### config.mk
export PLATFORM = sky130hd
export DESIGN_NAME = memtest_engine
export DESIGN_NICKNAME = d
export VERILOG_FILES = /design/src/rtl/memtest_pkg.sv /design/src/rtl/memtest_pattern_rom.sv /design/src/rtl/memtest_seq.sv /design/src/rtl/memtest_cmp.sv /design/src/rtl/memtest_engine.sv
export SDC_FILE = /design/constraint.sdc
export NUM_CORES = 1
export LEC_CHECK = 0
export BUFFER_PORTS_ARGS = -buffer_cell sky130_fd_sc_hd__buf_2
export CAP_MARGIN = 15
export CORE_MARGIN = 1.5
export CORE_UTILIZATION = 52
export DETAILED_ROUTE_END_ITERATION = 8
export PLACE_DENSITY = 0.75
export REMOVE_ABC_BUFFERS = 1
export SYNTH_ARGS = -nofsm -noshare
export SYNTH_HDL_FRONTEND = slang
export SYNTH_HIERARCHICAL = 1
export SYNTH_SLANG_ARGS = --single-unit
### constraint.sdc
create_clock -name clk_i -period 3.3 [get_ports clk_i]
set_clock_uncertainty 0.2 [all_clocks]
set_input_delay 0.33 -clock clk_i [delete_from_list [all_inputs] [get_ports clk_i]]
set_output_delay 0.33 -clock clk_i [all_outputs]
set_load 0.005 [all_outputs]
### src/rtl/memtest_pkg.sv
package memtest_pkg;

  typedef enum logic [2:0] {
    ST_IDLE,
    ST_FILL,
    ST_MARK,
    ST_SCAN,
    ST_DRAIN,
    ST_HALT
  } state_e;

  // steps in the data test for a given word width
  function automatic int unsigned data_steps(input int unsigned w);
    return (w == 8) ? 13 : w + 8;
  endfunction

  // fixed nibble patterns, replicated across the word
  function automatic logic [3:0] word_nib(input int unsigned i);
    case (i)
      0: return 4'h0;
      1: return 4'h5;
      2: return 4'hA;
      3: return 4'hC;
      4: return 4'h3;
      5: return 4'h6;
      6: return 4'h9;
      default: return 4'hF;
    endcase
  endfunction

  function automatic logic [3:0] byte_nib(input int unsigned i);
    case (i)
      0: return 4'h0;
      1: return 4'hA;
      2: return 4'h5;
      3: return 4'hC;
      default: return 4'h3;
    endcase
  endfunction

endpackage

### src/rtl/memtest_pattern_rom.sv
module memtest_pattern_rom #(
  parameter int unsigned DATA_W = 16,
  parameter int unsigned STEP_W = 8
) (
  input  logic [STEP_W-1:0] idx_i,
  output logic [DATA_W-1:0] pat_o
);
  import memtest_pkg::*;

  localparam logic [DATA_W-1:0] ONE = DATA_W'(1);

  generate
    if (DATA_W == 8) begin : g_byte
      localparam int unsigned NFIX = 5;
      always_comb begin
        if (idx_i < STEP_W'(NFIX)) pat_o = {(DATA_W/4){byte_nib(int'(idx_i))}};
        else                       pat_o = ONE << (idx_i - STEP_W'(NFIX));
      end
    end else begin : g_word
      localparam int unsigned NFIX = 8;
      always_comb begin
        if (idx_i < STEP_W'(NFIX)) pat_o = {(DATA_W/4){word_nib(int'(idx_i))}};
        else                       pat_o = ONE << (idx_i - STEP_W'(NFIX));
      end
    end
  endgenerate

endmodule

### src/rtl/memtest_seq.sv
module memtest_seq #(
  parameter int unsigned ADDR_W = 11,
  parameter int unsigned DATA_W = 16,
  parameter int unsigned STEP_W = 8,
  parameter logic [DATA_W-1:0] MARKER = 'hAA
) (
  input  logic              clk_i,
  input  logic              rst_ni,
  input  logic              start_i,
  input  logic              mode_i,
  input  logic              halt_on_err_i,
  input  logic              mismatch_i,
  input  logic              err_none_i,
  input  logic [DATA_W-1:0] pat_i,
  output logic [STEP_W-1:0] pat_idx_o,
  output logic              mem_en_o,
  output logic              mem_we_o,
  output logic [ADDR_W-1:0] mem_addr_o,
  output logic [DATA_W-1:0] mem_wdata_o,
  output logic              rd_issue_o,
  output logic [DATA_W-1:0] rd_exp_o,
  output logic [STEP_W-1:0] rd_step_o,
  output logic              hold_o,
  output logic              clear_o,
  output logic              busy_o,
  output logic              done_o,
  output logic              pass_o,
  output logic              halted_o
);
  import memtest_pkg::*;

  localparam int unsigned DAT_STEPS = data_steps(DATA_W);
  localparam int unsigned ADR_STEPS = ADDR_W + 1;
  localparam logic [ADDR_W-1:0] LAST_ADDR = '1;
  localparam logic [ADDR_W-1:0] A_ONE = ADDR_W'(1);

  state_e            st_q;
  logic [STEP_W-1:0] step_q, last_step;
  logic [ADDR_W-1:0] addr_q, mark_addr;
  logic              mode_q, halt_q, done_q, pass_q;
  logic              launch, stop;

  assign last_step = mode_q ? STEP_W'(ADR_STEPS - 1) : STEP_W'(DAT_STEPS - 1);
  assign mark_addr = (step_q == '0) ? '0 : A_ONE << (step_q - STEP_W'(1));
  assign launch    = start_i && (st_q == ST_IDLE || st_q == ST_HALT);
  assign stop      = mismatch_i && halt_q;
  assign pat_idx_o = step_q;

  always_comb begin
    mem_en_o    = (st_q == ST_FILL) || (st_q == ST_MARK) || (st_q == ST_SCAN);
    mem_we_o    = (st_q == ST_FILL) || (st_q == ST_MARK);
    mem_addr_o  = (st_q == ST_MARK) ? mark_addr : addr_q;
    mem_wdata_o = '0;
    if (st_q == ST_MARK)                 mem_wdata_o = MARKER;
    else if (st_q == ST_FILL && !mode_q) mem_wdata_o = pat_i;
  end

  assign rd_issue_o = (st_q == ST_SCAN);
  assign rd_exp_o   = mode_q ? ((addr_q == mark_addr) ? MARKER : '0) : pat_i;
  assign rd_step_o  = step_q + STEP_W'(1);
  assign hold_o     = (st_q == ST_HALT);
  assign clear_o    = launch;
  assign busy_o     = (st_q != ST_IDLE) && (st_q != ST_HALT);
  assign halted_o   = (st_q == ST_HALT);
  assign done_o     = done_q;
  assign pass_o     = pass_q;

  always_ff @(posedge clk_i or negedge rst_ni) begin
    if (!rst_ni) begin
      st_q   <= ST_IDLE;
      step_q <= '0;
      addr_q <= '0;
      mode_q <= 1'b0;
      halt_q <= 1'b0;
      done_q <= 1'b0;
      pass_q <= 1'b0;
    end else begin
      done_q <= 1'b0;
      if (launch) begin
        st_q   <= ST_FILL;
        step_q <= '0;
        addr_q <= '0;
        mode_q <= mode_i;
        halt_q <= halt_on_err_i;
        pass_q <= 1'b0;
      end else begin
        case (st_q)
          ST_FILL: begin
            addr_q <= addr_q + A_ONE;
            if (addr_q == LAST_ADDR) st_q <= mode_q ? ST_MARK : ST_SCAN;
          end
          ST_MARK: st_q <= ST_SCAN;
          ST_SCAN: begin
            if (stop) st_q <= ST_HALT;
            else begin
              addr_q <= addr_q + A_ONE;
              if (addr_q == LAST_ADDR) st_q <= ST_DRAIN;
            end
          end
          ST_DRAIN: begin
            // last read of the step is compared here
            if (stop) st_q <= ST_HALT;
            else if (step_q == last_step) begin
              st_q   <= ST_IDLE;
              done_q <= 1'b1;
              pass_q <= err_none_i && !mismatch_i;
            end else begin
              step_q <= step_q + STEP_W'(1);
              st_q   <= ST_FILL;
            end
          end
          default: ;
        endcase
      end
    end
  end

endmodule

### src/rtl/memtest_cmp.sv
module memtest_cmp #(
  parameter int unsigned ADDR_W = 11,
  parameter int unsigned DATA_W = 16,
  parameter int unsigned STEP_W = 8,
  parameter int unsigned CNT_W  = 16
) (
  input  logic              clk_i,
  input  logic              rst_ni,
  input  logic              clear_i,
  input  logic              hold_i,
  input  logic              rd_issue_i,
  input  logic [ADDR_W-1:0] rd_addr_i,
  input  logic [DATA_W-1:0] rd_exp_i,
  input  logic [STEP_W-1:0] rd_step_i,
  input  logic [DATA_W-1:0] rdata_i,
  output logic              mismatch_o,
  output logic              err_none_o,
  output logic              err_valid_o,
  output logic [STEP_W-1:0] err_step_o,
  output logic [ADDR_W-1:0] err_addr_o,
  output logic [DATA_W-1:0] err_exp_o,
  output logic [DATA_W-1:0] err_got_o,
  output logic [DATA_W-1:0] err_map_o,
  output logic [CNT_W-1:0]  err_count_o
);
  logic              vld_q;
  logic [ADDR_W-1:0] addr_q;
  logic [DATA_W-1:0] exp_q;
  logic [STEP_W-1:0] step_q;

  // read data lines up with the request one cycle later
  assign mismatch_o = vld_q && !hold_i && (rdata_i != exp_q);
  assign err_none_o = (err_count_o == '0);

  always_ff @(posedge clk_i or negedge rst_ni) begin
    if (!rst_ni) begin
      vld_q  <= 1'b0;
      addr_q <= '0;
      exp_q  <= '0;
      step_q <= '0;
    end else begin
      vld_q  <= rd_issue_i && !clear_i;
      addr_q <= rd_addr_i;
      exp_q  <= rd_exp_i;
      step_q <= rd_step_i;
    end
  end

  always_ff @(posedge clk_i or negedge rst_ni) begin
    if (!rst_ni) begin
      err_valid_o <= 1'b0;
      err_step_o  <= '0;
      err_addr_o  <= '0;
      err_exp_o   <= '0;
      err_got_o   <= '0;
      err_map_o   <= '0;
      err_count_o <= '0;
    end else begin
      err_valid_o <= 1'b0;
      if (clear_i) begin
        err_count_o <= '0;
      end else if (mismatch_o) begin
        err_valid_o <= 1'b1;
        err_step_o  <= step_q;
        err_addr_o  <= addr_q;
        err_exp_o   <= exp_q;
        err_got_o   <= rdata_i;
        err_map_o   <= rdata_i ^ exp_q;
        if (err_count_o != '1) err_count_o <= err_count_o + CNT_W'(1);
      end
    end
  end

endmodule

### src/rtl/memtest_engine.sv
module memtest_engine #(
  parameter int unsigned ADDR_W = 11,
  parameter int unsigned DATA_W = 16,
  parameter int unsigned STEP_W = 8,
  parameter int unsigned CNT_W  = 16,
  parameter logic [DATA_W-1:0] MARKER = 'hAA
) (
  input  logic              clk_i,
  input  logic              rst_ni,
  input  logic              start_i,
  input  logic              mode_i,
  input  logic              halt_on_err_i,
  output logic              mem_en_o,
  output logic              mem_we_o,
  output logic [ADDR_W-1:0] mem_addr_o,
  output logic [DATA_W-1:0] mem_wdata_o,
  input  logic [DATA_W-1:0] mem_rdata_i,
  output logic              busy_o,
  output logic              done_o,
  output logic              pass_o,
  output logic              halted_o,
  output logic              err_valid_o,
  output logic [STEP_W-1:0] err_step_o,
  output logic [ADDR_W-1:0] err_addr_o,
  output logic [DATA_W-1:0] err_exp_o,
  output logic [DATA_W-1:0] err_got_o,
  output logic [DATA_W-1:0] err_map_o,
  output logic [CNT_W-1:0]  err_count_o
);
  logic [STEP_W-1:0] pat_idx, rd_step;
  logic [DATA_W-1:0] pat, rd_exp;
  logic              rd_issue, hold, clear, mismatch, err_none;

  memtest_pattern_rom #(.DATA_W(DATA_W), .STEP_W(STEP_W)) u_rom (
    .idx_i (pat_idx),
    .pat_o (pat)
  );

  memtest_seq #(.ADDR_W(ADDR_W), .DATA_W(DATA_W), .STEP_W(STEP_W), .MARKER(MARKER)) u_seq (
    .clk_i         (clk_i),
    .rst_ni        (rst_ni),
    .start_i       (start_i),
    .mode_i        (mode_i),
    .halt_on_err_i (halt_on_err_i),
    .mismatch_i    (mismatch),
    .err_none_i    (err_none),
    .pat_i         (pat),
    .pat_idx_o     (pat_idx),
    .mem_en_o      (mem_en_o),
    .mem_we_o      (mem_we_o),
    .mem_addr_o    (mem_addr_o),
    .mem_wdata_o   (mem_wdata_o),
    .rd_issue_o    (rd_issue),
    .rd_exp_o      (rd_exp),
    .rd_step_o     (rd_step),
    .hold_o        (hold),
    .clear_o       (clear),
    .busy_o        (busy_o),
    .done_o        (done_o),
    .pass_o        (pass_o),
    .halted_o      (halted_o)
  );

  memtest_cmp #(.ADDR_W(ADDR_W), .DATA_W(DATA_W), .STEP_W(STEP_W), .CNT_W(CNT_W)) u_cmp (
    .clk_i       (clk_i),
    .rst_ni      (rst_ni),
    .clear_i     (clear),
    .hold_i      (hold),
    .rd_issue_i  (rd_issue),
    .rd_addr_i   (mem_addr_o),
    .rd_exp_i    (rd_exp),
    .rd_step_i   (rd_step),
    .rdata_i     (mem_rdata_i),
    .mismatch_o  (mismatch),
    .err_none_o  (err_none),
    .err_valid_o (err_valid_o),
    .err_step_o  (err_step_o),
    .err_addr_o  (err_addr_o),
    .err_exp_o   (err_exp_o),
    .err_got_o   (err_got_o),
    .err_map_o   (err_map_o),
    .err_count_o (err_count_o)
  );

endmodule

==> results of run 1 <==
## worst paths after layout
check	start	to	slack [ps]	depth (start not counted)
max in group asynchronous	rst_ni	u_cmp/addr_q[1]$_DFF_PN0_	1890	3
worst max-delay path	u_seq/pat_idx_o[3]$_DFFE_PN0P_	mem_wdata_o[13]	160	9
worst max register to register	u_seq/pat_idx_o[0]$_DFFE_PN0P_	u_cmp/exp_q[5]$_DFF_PN0_	400	10
worst min-delay path	rst_ni	u_cmp/err_valid_o$_DFF_PN0_	230	2
min in group clk_i	u_cmp/step_q[2]$_DFF_PN0_	u_cmp/err_step_o[2]$_DFFE_PN0P_	250	1
worst min register to register	u_cmp/step_q[2]$_DFF_PN0_	u_cmp/err_step_o[2]$_DFFE_PN0P_	250	1
## logic make-up (layout without fill, tap and decap cells)
group / count (synthesis) / count (layout) / synth area share
adder cells (fa/ha/maj): 7 / 7 / 0.0117
flip-flops: 146 / 146 / 0.488
XOR/XNOR: 40 / 40 / 0.0468
AO/OA/AOI/OAI: 123 / 123 / 0.114
multiplexers: 64 / 64 / 0.0963
buffers and inverters: 65 / 225 / 0.0448
AND/OR/NAND/NOR: 272 / 272 / 0.198
## power by group through the flow
stage	sequential (uW)	clock [uW]	combinational, uW
2_1_floorplan	1850	0	26.7
3_3_place_gp	1850	0	108
3_5_place_dp	1850	0	112
4_1_cts	1820	1990	130
5_1_grt	1820	2060	146
6_report	1820	1960	128
## metrics by stage
| step | utilization | cell area (um^2) |
|---|---|---|
| 2_1_floorplan | - | 7220 |
| 3_3_place_gp | 0.592 | 8280 |
| 3_5_place_dp | 0.592 | 8280 |
| 4_1_cts | 0.649 | 9080 |
| 5_1_grt | 0.655 | 9160 |
| 6_report | 0.655 | 9160 |
## final cells by class
cell class                 instances  area, um^2
timing repair buffer             174        1040
fill                            1096        4830
multi-input combinational        506        3560
clock inverter                    12         154
sequential                       146        3660
inverter                          20        75.1
tap                              180         225
clock buffer                      19         443
## cell usage in the layout, fill, tap and decap left out, types with 6 or more instances in the layout
| cell type | netlist | routed |
|---|---|---|
| o31ai_1 | 22 | 16 |
| buf_4 | 7 | 16 |
| mux2_1 | 23 | 23 |
| o21ai_1 | 6 | 6 |
| buf_2 | 9 | 136 |
| and3_1 | 19 | 19 |
| nor2_1 | 45 | 45 |
| nand3_1 | 31 | 31 |
| xnor2_1 | 21 | 21 |
| o21ai_0 | 34 | 34 |
| or4_1 | 6 | 6 |
| nand2b_1 | 17 | 17 |
| clkbuf_16 | 0 | 17 |
| inv_1 | 20 | 20 |
| a21oi_1 | 20 | 20 |
| nand4_1 | 13 | 13 |
| nand2_1 | 66 | 66 |
| xor2_1 | 19 | 19 |
| dfrtp_1 | 146 | 144 |
| mux2_2 | 41 | 41 |
| nor2b_1 | 27 | 25 |
| dlygate4sd3_1 | 0 | 19 |
| nor3_1 | 9 | 8 |
## flip-flops by register name, summed over array words and instances, names as in the netlist, 3 cells and up
name,cells
u_cmp/step_q,8
u_cmp/err_exp_o,16
u_cmp/err_addr_o,11
u_cmp/exp_q,16
u_seq/st_q,3
u_cmp/err_step_o,8
u_cmp/err_got_o,16
u_cmp/addr_q,11
u_cmp/err_count_o,16
u_seq/pat_idx_o,8
u_seq/addr_q,11
u_cmp/err_map_o,16
## per-layer routing
metal,part of all wire,wire (um)
met1,0.42,7610
met2,0.50,8970
met3,0.062,1120
met4,0.022,394
met5,0,0
## repair_timing
item | 4_1_cts | 5_1_grt
buffers inserted | 2 | 1
hold buffers | 19 | 0
hold endpoints to repair | 75 | 0
resized for setup | 3 | 15
pin swaps | 1 | 1
cloned | 0 | 0
endpoints found under the setup margin | 19 | 32
==> results.py, run 1 <==
metrics = {
    "synthesis": {
        "synth_common_cells": "dfrtp_1 (146), nand2_1 (66), nor2_1 (45)",
        "synthArstFlopShare": 1.00,
        "yosysWarnings": 6,
        "synth-edff-count": 0,
        "synth_top_area_frac": 0.488,
        "synth_area_um2": 7480,
        "yosys.area.top_type": "dfrtp_1",
        "synth.area.top_cells": "dfrtp_1 (49%), mux2_2 (6.2%), mux2_1 (3.5%), nand2_1 (3.3%), xnor2_1 (2.5%)",
        "synth_seq_cells": 146,
        "synth.avg_cell_area_um2": 10.4,
        "yosysUniqueCellTypes": 74,
        "netlist_instances": 717,
        "synth_ff_type": "dfrtp_1",
        "synth_most_common_cell": "dfrtp_1",
        "yosysSeqAreaShare": 0.488,
    },
    "cts": {
        "cts_tree": "done",
        "clock-sinks": 146,
        "path_clk_slew_ps": 60,
        "cts_root_buf": "clkbuf_16",
        "h-tree-depth": 4,
        "cts_buffers": 17,
        "clk-insertion-delay-late_ps": 420,
        "cts_buffer_depth": 2,
    },
    "routing": {
        "via_count": 6104,
        "first_pass_iters": 5,
        "drcViolationCount": 0,
        "ant_nets": 0,
        "vias_per_cell": 5.77,
        "wire_per_inst_um": 17.1,
        "routed_wl_um": 18100,
        "drt_iter0_markers": 429,
    },
    "grt": {
        "grt_pass1_wl_um": 28300,
        "track_usage": 0.242,
        "overflow": 0,
        "grt_use_met1": 0.304,
        "top_usage_layer": "met2",
        "use_met2": 0.406,
        "grt_max_degree": 70,
        "grtUsageMet3": 0.0530,
        "antenna_found_initial": 0,
        "first_global_vias": 5767,
    },
    "sta": {
        "min_period_ps": 3140,
        "rsz0062_at_grt": "yes",
        "finalCritPeriodShare": 0.953,
        "relSlewSlack": 0.492,
        "maxSlewViolCount": 0,
        "hold_violations": 0,
        "fin_hold_ws_ps": 232,
        "finalSetupViolCount": 0,
        "worst_slack_ps": 156,
        "final.setup.tns_ps": 0,
        "worst_slew_pin_slew_ps": 750,
        "fmax_ghz": 0.318,
    },
    "worst_setup_path": {
        "startpoint_type": "register",
        "arrival_ps": 2610,
        "cp_num_buf_inv": 2,
        "cp.required_ps": 2770,
        "critical-path-max-stage-delay_ps": 590,
        "cp_top_family": "simple AND/OR/NAND/NOR gates",
        "path_max_fanout": 19,
        "path_cells": "inv_1 -> ha_2 -> nand3b_1 -> o31ai_4 -> nand3_2 -> o41ai_2 -> nor2b_4 -> and3_1 -> buf_2",
        "worstSetupPathType": "register to output port",
        "cp_slowest_cell": "dfrtp_4",
        "endpoint_kind": "output port",
    },
    "power": {
        "pwr-share-comb": 0.033,
        "clock_power_share": 0.501,
        "p_seq_frac": 0.466,
        "total_power_uw": 3910,
        "p_int_uw": 3080,
        "switching_share": 0.213,
        "p_switching_uw": 831,
        "powerDensity_nw_per_um2": 427,
        "ir_drop_v": 0.000283,
        "leakage_uw": 0.00435,
    },
    "floorplanning": {
        "core_region_area_um2": 14000,
        "start_util": 0.535,
        "die-width_um": 123,
        "die_y_um": 123,
        "rows": 43,
        "die_area_um2": 15100,
        "io_pins": 138,
    },
    "final_layout": {
        "layoutNonFillerInstCount": 1057,
        "area_growth_pct": 22.4,
        "drive_gt1_frac": 0.298,
        "antennaDiodeCount": 0,
        "layout.nets": 893,
    },
    "place": {
        "place_ws_ps": 199,
        "port_buffers": 137,
        "gp_congestion": 0.903,
        "place_hpwl_um": 12500,
        "dp_cells": 1004,
    },
    "hold_path": {
        "hold_class": "primary input to async pin",
    },
    "run": {
        "maxCapViolCount": 0,
    },
    "outcome": {
        "status": "finished, final reports clean",
    },
}
Power figures use the tool's default switching activity.
==> inputs of run 2 (changes only) <==
--- a/config.mk
+++ b/config.mk
@@ -5,6 +5,7 @@
 export SDC_FILE = /design/constraint.sdc
 export NUM_CORES = 1
 export LEC_CHECK = 0
+export ABC_AREA = 1
 export BUFFER_PORTS_ARGS = -buffer_cell sky130_fd_sc_hd__buf_2
 export CAP_MARGIN = 15
 export CORE_MARGIN = 1.5
==> run 2 against run 1 <==
  * First-iteration DRC count rose by 28%
  * Synthesized cell count rose by 39%
  * Utilization fell by 0.56 points
  * Final area fell by 0.48%
  * Hold slack got worse by 220 ps
  * Via count rose by 14%
  * Flip-flop and latch count did not move
  * Critical path type unchanged
  * Critical path depth fell by 2
  * Setup slack improved by 24 ps
  * Critical endpoint is now mem_addr_o[0]
  * Largest power group is now registers
==> results.py, run 2 <==
metrics = {
    "synthesis": {
        "synth-edff-count": 0,
        "synthMuxAreaShare": 0,
        "yosysUniqueCellTypes": 40,
        "netlist_instances": 994,
        "synth.avg_cell_area_um2": 7.62,
        "synth.area.top_cells": "dfrtp_1 (48%), nand2_1 (18%), inv_1 (5.3%), nor2_1 (4.6%), o21ai_0 (3.4%)",
        "synth_area_um2": 7570,
        "synth_simple_gate_area_frac": 0.340,
        "synth_xor_area_frac": 0.0162,
        "synth_most_common_cell": "nand2_1",
        "synth_fa_ha_area_frac": 0.0116,
        "synth_common_cells": "nand2_1 (358), dfrtp_1 (146), inv_1 (107)",
        "synth_top_family_by_area": "simple AND/OR/NAND/NOR gates",
        "yosys.area.top_type": "dfrtp_1",
        "yosysWarnings": 6,
        "synth_compound_area_frac": 0.0646,
        "yosysSeqAreaShare": 0.483,
        "synthArstFlopShare": 1.00,
        "synth_seq_cells": 146,
        "synth_top_area_frac": 0.483,
        "synth_ff_type": "dfrtp_1",
    },
    "worst_setup_path": {
        "arrival_ps": 2590,
        "cp_num_buf_inv": 3,
        "cp.required_ps": 2770,
        "path_max_fanout": 9,
        "critical-path-max-stage-delay_ps": 510,
        "cp_slowest_cell": "dfrtp_1",
        "startpoint_type": "register",
        "cp_top_family": "buffers and inverters",
        "endpoint_kind": "output port",
        "path_cells": "inv_1 -> ha_1 -> clkinv_1 -> nor2_4 -> nand2_1 -> o21ai_0 -> buf_2",
        "worstSetupPathType": "register to output port",
    },
    "floorplanning": {
        "die_area_um2": 15300,
        "io_pins": 138,
        "start_util": 0.539,
        "die-width_um": 124,
        "core_region_area_um2": 14000,
        "rows": 43,
        "die_y_um": 124,
    },
    "sta": {
        "maxSlewViolCount": 0,
        "min_period_ps": 3120,
        "hold_violations": 0,
        "relSlewSlack": 0.554,
        "worst_slew_pin_slew_ps": 668,
        "fmax_ghz": 0.321,
        "worst_slack_ps": 180,
        "finalCritPeriodShare": 0.945,
        "finalSetupViolCount": 0,
        "rsz0062_at_grt": "no",
    },
    "power": {
        "total_power_uw": 6920,
        "powerDensity_nw_per_um2": 759,
        "ir_drop_v": 0.000574,
        "p_int_uw": 4130,
        "p_switching_uw": 2790,
        "clock_power_share": 0.262,
        "leakage_uw": 0.00507,
        "pwr-share-comb": 0.366,
        "p_seq_frac": 0.373,
        "switching_share": 0.404,
    },
    "routing": {
        "first_pass_iters": 5,
        "ant_nets": 0,
        "drcViolationCount": 0,
        "drt_iter0_markers": 551,
        "wire_per_inst_um": 14.5,
        "via_count": 6942,
        "routed_wl_um": 19500,
        "vias_per_cell": 5.18,
    },
    "cts": {
        "clock-sinks": 146,
        "h-tree-depth": 4,
        "cts_buffers": 17,
        "cts_buffer_depth": 2,
        "clk-insertion-delay-late_ps": 430,
        "cts_root_buf": "clkbuf_16",
        "cts_tree": "done",
        "path_clk_slew_ps": 70,
    },
    "final_layout": {
        "n_fill_cell": 1230,
        "seq_area_um2": 3650,
        "multi_input_area_um2": 3280,
        "drive_gt1_frac": 0.201,
        "mostFrequentLayoutCells": "nand2_1 (358), dfrtp_1 (146), buf_2 (136)",
        "layout.nets": 1174,
        "area_growth_pct": 20.4,
        "antennaDiodeCount": 0,
        "layout_commonest_cell": "nand2_1",
    },
    "outcome": {
        "status": "finished, final reports clean",
    },
    "place": {
        "place_ws_ps": 490,
        "port_buffers": 137,
        "gp_congestion": 0.939,
        "place_hpwl_um": 13800,
    },
    "grt": {
        "track_usage": 0.264,
        "antenna_found_initial": 0,
        "overflow": 0,
        "grt_max_degree": 100,
        "first_global_vias": 6412,
        "grt_pass1_wl_um": 30800,
    },
    "hold_path": {
        "hold_class": "primary input to register",
    },
    "run": {
        "maxCapViolCount": 0,
    },
}
[run 2: worst reg2reg max path: cells and delay by family, from the launching register on]
family	cells	cell delay [ps]
flip-flops	1	340
buffers and inverters	3	190
AO/OA/AOI/OAI	2	290
AND/OR/NAND/NOR	13	1680
[run 2: cells by family (layout without fill, tap and decap cells)]
group	Yosys count	in the layout
and+or+nand+nor	583	583
buffers and inverters	152	317
DFF	146	146
AOI/OAI and AO/OA	92	92
xor gates and xnor gates	14	14
adders and majority gates	7	7
[run 2: layout make-up]
cell class | instances | share of cell area
Sequential cell | 146 | 0.401
Multi-Input combinational cell | 696 | 0.360
Timing Repair Buffer | 163 | 0.104
Inverter | 122 | 0.0502
Clock buffer | 18 | 0.0471
Tap cell | 180 | 0.0247
Clock inverter | 14 | 0.0130
[run 2: final timing paths]
kind | depth (start not counted) | startpoint | slack, ps | endpoint
setup reg to reg | 18 | u_cmp/exp_q[10]$_DFF_PN0_ | 520 | u_seq/addr_q[9]$_DFFE_PN0P_
setup / recovery | 7 | u_seq/pat_idx_o[1]$_DFFE_PN0P_ | 180 | mem_addr_o[0]
hold reg to reg | 2 | u_cmp/addr_q[1]$_DFF_PN0_ | 240 | u_cmp/err_addr_o[1]$_DFFE_PN0P_
min in group asynchronous | 2 | rst_ni | 250 | u_cmp/err_got_o[15]$_DFFE_PN0P_
max in group asynchronous | 3 | rst_ni | 1840 | u_cmp/err_exp_o[9]$_DFFE_PN0P_
hold / removal | 3 | mem_rdata_i[15] | 10 | u_cmp/err_got_o[15]$_DFFE_PN0P_
[run 2: what timing repair did]
item | in CTS | in global routing
endpoints found under the setup margin | 0 | 4
gates resized for setup | 0 | 2
endpoints found under the hold margin | 75 | 0
setup buffers | 0 | 0
hold buffers | 15 | 0
[run 2: routing by layer]
layer | vias up | GRT usage | wire length (um)
met5 | - | 0 | 0
met4 | 0 | 0.0855 | 333
met1 | 3219 | 0.357 | 8610
met3 | 25 | 0.0554 | 1390
met2 | 251 | 0.428 | 9140
li1 | 3447 | - | -
[run 2: through the flow]
step / util / hold WS [ps] / std cells / TNS [ps] / instance area [um^2]
after floorplan: - / -166 / 964 / -39030 / 7380
after global placement: 0.599 / 152 / 1292 / 0 / 8420
after detailed placement: 0.599 / 162 / 1292 / 0 / 8420
after CTS: 0.649 / 4.40 / 1339 / 0 / 9110
after global routing: 0.649 / 19.4 / 1339 / 0 / 9120
final: 0.649 / 11.7 / 1339 / 0 / 9120
[run 2: power groups by stage]
stage | sequential, uW | combinational [uW] | clock [uW]
final | 2580 | 2530 | 1810
after global routing | 2650 | 2880 | 1910
after CTS | 2580 | 2530 | 1840
after detailed placement | 2610 | 2490 | 0
after global placement | 2600 | 2430 | 0
after floorplan | 2600 | 1480 | 0
